[config.mk]
export PLATFORM = sky130hd
export DESIGN_NAME = vl_setup_unit
export DESIGN_NICKNAME = d
export VERILOG_FILES = /design/src/rtl/vls_pkg.sv /design/src/rtl/vls_decode.sv /design/src/rtl/vls_len_select.sv /design/src/rtl/vls_cr_gen.sv /design/src/rtl/vl_setup_unit.sv
export SDC_FILE = /design/constraint.sdc
export NUM_CORES = 1
export LEC_CHECK = 0
export BUFFER_PORTS_ARGS = -buffer_cell sky130_fd_sc_hd__clkbuf_2
export CAP_MARGIN = 20
export CORE_UTILIZATION = 44
export CTS_CLUSTER_DIAMETER = 40
export DETAILED_ROUTE_END_ITERATION = 12
export GPL_TIMING_DRIVEN = 0
export HOLD_SLACK_MARGIN = 0.06
export PLACE_DENSITY_LB_ADDON = 0.1
export SKIP_CTS_REPAIR_TIMING = 1
export SYNTH_ARGS = -nofsm -noshare
export SYNTH_HDL_FRONTEND = slang
export SYNTH_SLANG_ARGS = --single-unit
[constraint.sdc]
create_clock -name clk -period 1.56 [get_ports clk]
set_input_delay 0.234 -clock clk [delete_from_list [all_inputs] [get_ports clk]]
set_output_delay 0.234 -clock clk [all_outputs]
set_load 0.01 [all_outputs]
[src/rtl/vls_pkg.sv]
package vls_pkg;
  localparam int          VLS_IMM_W  = 6;
  localparam int          VLS_LEN_W  = VLS_IMM_W + 1;
  localparam int          VLS_IDX_W  = 5;
  localparam logic [5:0]  VLS_OPCODE = 6'd19;
  localparam logic [3:0]  VLS_CR_EQ  = 4'b0010;
  localparam logic [3:0]  VLS_CR_GT  = 4'b0100;

  typedef struct packed {
    logic [5:0]           opcode;
    logic [VLS_IDX_W-1:0] rt;
    logic [VLS_IDX_W-1:0] ra;
    logic [VLS_IMM_W-1:0] imm;
    logic                 rsv;
    logic                 vs;
    logic                 ms;
    logic                 rc;
  } vls_fields_t;

  typedef enum logic [1:0] {VL_KEEP, VL_IMM, VL_REG} vl_src_e;
endpackage

[src/rtl/vls_decode.sv]
module vls_decode
  import vls_pkg::*;
(
  input  logic [31:0]  instr,
  output vls_fields_t  fields,
  output logic         match
);
  // big-endian numbering: bit k of the format is instr[31-k]
  assign fields.opcode = instr[31:26];
  assign fields.rt     = instr[25:21];
  assign fields.ra     = instr[20:16];
  assign fields.imm    = instr[15:10];
  assign fields.rsv    = instr[9];
  assign fields.vs     = instr[7];
  assign fields.ms     = instr[6];
  assign fields.rc     = instr[0];
  assign match         = (instr[31:26] == VLS_OPCODE);

  logic unused_bits;
  assign unused_bits = ^{instr[8], instr[5:1]};
endmodule

[src/rtl/vls_len_select.sv]
module vls_len_select
  import vls_pkg::*;
#(
  parameter int XLEN = 64
) (
  input  logic [VLS_IMM_W-1:0] imm,
  input  logic [VLS_IDX_W-1:0] ra,
  input  logic                 vs,
  input  logic                 ms,
  input  logic [XLEN-1:0]      src_val,
  input  logic [VLS_LEN_W-1:0] cur_mvl,
  input  logic [VLS_LEN_W-1:0] cur_vl,
  output logic [VLS_LEN_W-1:0] mvl_new,
  output logic [VLS_LEN_W-1:0] vl_new
);
  localparam int LW = VLS_LEN_W;

  logic [LW-1:0] imm_len, src_fit, cand;
  vl_src_e       sel;

  assign imm_len = LW'(imm) + LW'(1);
  assign mvl_new = ms ? imm_len : cur_mvl;

  always_comb begin
    if (!vs)            sel = VL_KEEP;
    else if (ra != '0)  sel = VL_REG;
    else                sel = VL_IMM;
  end

  // compare at full register width so large values clip correctly
  assign src_fit = (src_val > XLEN'(mvl_new)) ? mvl_new : src_val[LW-1:0];

  always_comb begin
    unique case (sel)
      VL_REG:  cand = src_fit;
      VL_IMM:  cand = imm_len;
      default: cand = cur_vl;
    endcase
  end

  assign vl_new = (cand > mvl_new) ? mvl_new : cand;
endmodule

[src/rtl/vls_cr_gen.sv]
module vls_cr_gen
  import vls_pkg::*;
(
  input  logic [VLS_LEN_W-1:0] vl,
  output logic [3:0]           cr
);
  assign cr = (vl == '0) ? VLS_CR_EQ : VLS_CR_GT;
endmodule

[src/rtl/vl_setup_unit.sv]
module vl_setup_unit
  import vls_pkg::*;
#(
  parameter int XLEN = 64
) (
  input  logic                 clk,
  input  logic                 rst_n,
  input  logic                 in_valid,
  input  logic [31:0]          instr,
  input  logic [XLEN-1:0]      src_val,
  input  logic [VLS_LEN_W-1:0] cur_mvl,
  input  logic [VLS_LEN_W-1:0] cur_vl,
  output logic                 out_valid,
  output logic                 illegal,
  output logic                 mvl_wr,
  output logic [VLS_LEN_W-1:0] mvl_out,
  output logic                 vl_wr,
  output logic [VLS_LEN_W-1:0] vl_out,
  output logic                 rd_wr,
  output logic [VLS_IDX_W-1:0] rd_idx,
  output logic [XLEN-1:0]      rd_data,
  output logic                 cr_wr,
  output logic [3:0]           cr_field
);
  vls_fields_t          f;
  logic                 match, fire, legal;
  logic [VLS_LEN_W-1:0] mvl_new, vl_new;
  logic [3:0]           cr_new;

  vls_decode u_dec (.instr(instr), .fields(f), .match(match));

  vls_len_select #(.XLEN(XLEN)) u_len (
    .imm(f.imm), .ra(f.ra), .vs(f.vs), .ms(f.ms), .src_val(src_val),
    .cur_mvl(cur_mvl), .cur_vl(cur_vl), .mvl_new(mvl_new), .vl_new(vl_new)
  );

  vls_cr_gen u_cr (.vl(vl_new), .cr(cr_new));

  assign fire  = in_valid && match;
  assign legal = fire && !f.rsv;

  always_ff @(posedge clk or negedge rst_n) begin
    if (!rst_n) begin
      out_valid <= 1'b0;
      illegal   <= 1'b0;
      mvl_wr    <= 1'b0;
      mvl_out   <= '0;
      vl_wr     <= 1'b0;
      vl_out    <= '0;
      rd_wr     <= 1'b0;
      rd_idx    <= '0;
      rd_data   <= '0;
      cr_wr     <= 1'b0;
      cr_field  <= '0;
    end else begin
      out_valid <= in_valid;
      illegal   <= fire && f.rsv;
      mvl_wr    <= legal && f.ms;
      vl_wr     <= legal;
      rd_wr     <= legal && (f.rt != '0);
      cr_wr     <= legal && f.rc;
      if (in_valid) begin
        mvl_out  <= mvl_new;
        vl_out   <= vl_new;
        rd_idx   <= f.rt;
        rd_data  <= XLEN'(vl_new);
        cr_field <= cr_new;
      end
    end
  end
endmodule

==> flow_summary.toml <==
[floorplanning]
initial_core_util = 0.456
die_w_microns = 80.4
fp.coreArea_sq_um = 5920
rows = 28
io_pins = 206
dieArea_sq_um = 6460
dieHeight_microns = 80.4

[timing]
drv_slew = 0
timing.final.ws_setup_ns = -3.04
fin_crit_sh = 2.95
fmax_ghz = 0.217
fin_crit_ns = 4.60
finalSetupViolCount = 9
finClkSkew_ns = 0
slew_headroom = 0.462
rsz0062_at_grt = "yes"
worst_pin_slew_ns = 0.802
finalHoldViolations = 0

[cells_and_area]
syn2layout_area_growth_pct = 61.6
fin_cells = 621
drive_above_1_share = 0.546
final.fill_count = 458
antenna_cells = 0
layout.nets = 674

[pwr]
p_per_area_nw_per_um2 = 577
ir_worst_vdd_v = 0.000656
p_leak_uw = 0.00231

[yosys]
synth.most_common_cell = "buf_4"
synth_edf_count = 0
synth_area_leaders = "dfrtp_1 (25%), buf_4 (18%), ha_1 (6.5%)"
synth_top_area_frac = 0.250
post_synth_num_cell_types = 56
syn_avg_cell_area_sq_um = 8.36
netlist_area_sq_um = 2700
synth_flop_cell = "dfrtp_1"
ys_top_cells_by_count = "buf_4 (66), dfrtp_1 (27), o21ai_0 (22)"
ys_ff_latch = 27
yosys_warnings = 0
yosys.area.top_type = "dfrtp_1"
ys_seq_area_frac = 0.250
synth-async-reset-ratio = 1.00
syn-instance-count = 323

[cts]
cts_root_buffer = "clkbuf_8"
cts_made_buffers = 3
cts.reportedPaths.clkPinSlew_ns = 0.09
ctsHtreeMaxLevel = 1
cts_buffer_depth = 2
cts.sinks = 27
clk_latency_ns = 0.27
cts_tree = "done"

[global_routing]
grt_overflow_total = 0
grt_pass1_vias = 2501
grt_usage = 0.219
antenna_found_initial = 0
grt_pass1_wl_mm = 11.1
grt_max_degree = 28

[routing]
vias = 3038
dr.first_iter.drc_count = 208
wl_mm = 7.99
ant_nets = 0
dr.pass1.iters = 4
wl_per_cell_microns = 12.9
drc = 0
avgViaCountPerCell = 4.89

[critical_path]
end_kind = "flop"
cp-startpoint = "instr[11]"
r2r-start = "vl_out[3]"
worstSetupPathType = "input pin to flop"
cp-start-kind = "input pin"
crit_fanout = 7
worstPathRequired_ns = 1.72
crit_arrival_ns = 4.77

[placed_design]
dp_cells = 595
io_buffers = 139
pre_cts_ws_ns = -3.76
gp_congestion = 0.904
hpwl_mm = 6.27

[worst_hold_path]
hp-start = "instr[0]"
hp-class = "input pin to flop"

[run]
drv_cap = 0

[status]
violations = "setup timing"
outcome = "complete, but fails checks"
-- report_power, final --
group | total, uW | internal, uW | switching (uW) | leakage [uW]
registers | 817 | 769 | 47.3 | 0.000330
logic | 1300 | 654 | 642 | 0.00196
clock network | 408 | 182 | 226 | 0.0000217
-- through the flow --
step / power (uW) / setup TNS (ns) / area (sq um) / hold slack [ns] / utilization
floorplan: 1530 / -23.80 / 3010 / -0.0616 / -
global placement: 1880 / -30.99 / 3800 / 0.287 / 0.642
detailed placement: 1900 / -32.11 / 3800 / 0.308 / 0.642
CTS: 2310 / -28.65 / 3850 / 0.00305 / 0.650
global route: 2690 / -26.55 / 4370 / 0.148 / 0.737
finish: 2520 / -24.77 / 4370 / 0.156 / 0.737
-- path summary, 6_finish.rpt --
kind / endpoint / slack (ns) / cells past startpoint
max: cr_field[2] / -3.04 / 27
min: cr_wr / 0.16 / 2
max reg2reg: vl_out[3] / 0.78 / 1
min reg2reg: cr_field[1] / 0.50 / 1
max in group asynchronous: mvl_out[0] / 0.60 / 2
min in group asynchronous: out_valid / 0.52 / 2
-- critical path: stages --
cell and delay, ns:
buf_8 0.09, ha_4 0.15, nand3_4 0.10, xor2_2 0.19, nand2_1 0.11, o21ai_4 0.08, ha_4 0.27, nand3b_1 0.08
or3_1 0.31, or3_4 0.35, o311ai_4 0.10, o21ai_2 0.12, buf_6 0.17, buf_8 0.13, o21ai_2 0.12, a21oi_2 0.07
ha_1 0.32, a21o_1 0.20, a21oi_2 0.18, nor2b_4 0.08, nor3_4 0.30, buf_6 0.15, o211ai_1 0.09, mux2i_1 0.20
o22ai_1 0.11, nor4_2 0.36, nor2_1 0.09
-- routing by layer --
layer  share of wire  GRT usage  vias up
li1                -          -     1491
met1            0.38      0.245     1391
met2            0.54      0.420      140
met3           0.072     0.0432       16
met4           0.016     0.0446        0
met5               0          0        -
-- sequential cells by signal, summed over array words and instances (netlist names) --
signal / flops
cr_field: 2
out_valid: 1
mvl_out: 7
rd_idx: 5
illegal: 1
vl_wr: 1
rd_wr: 1
vl_out: 7
cr_wr: 1
mvl_wr: 1
-- layout by cell type, fill, tap and decap left out, drive strengths merged, types with 3 or more instances in the layout --
cell type	Yosys	routed
nand3	10	10
a21oi	17	17
nor2	21	21
conb	1	59
nor3	8	8
buf	68	94
mux2i	9	9
a21o	7	7
nor4	18	18
o211ai	4	4
ha	14	14
dfrtp	27	27
nand2	20	20
nand4	5	5
mux2	11	11
and2	3	3
o21ai	24	24
inv	9	9
clkbuf	8	145
nor2b	5	5
-- final cells by class --
class | count | area [sq um] | share of cell area
multi-input cells | 268 | 2010 | 0.461
repair buffers | 162 | 926 | 0.212
flip-flops and latches | 27 | 676 | 0.155
plain buffers | 75 | 566 | 0.130
well taps | 75 | 93.8 | 0.0215
clock buffers | 3 | 41.3 | 0.00946
inverters | 10 | 41.3 | 0.00946
clock inverters | 1 | 7.51 | 0.00172
-- logic make-up after synthesis --
| logic type | synth area share |
|---|---|
| AOI/OAI and AO/OA | 0.175 |
| and+or+nand+nor | 0.201 |
| DFF | 0.250 |
| muxes | 0.0806 |
| xor gates and xnor gates | 0.0130 |
| other | 0.00139 |
| buffers and inverters | 0.214 |
| adders and majority gates | 0.0648 |
Power figures use the tool's default switching activity.
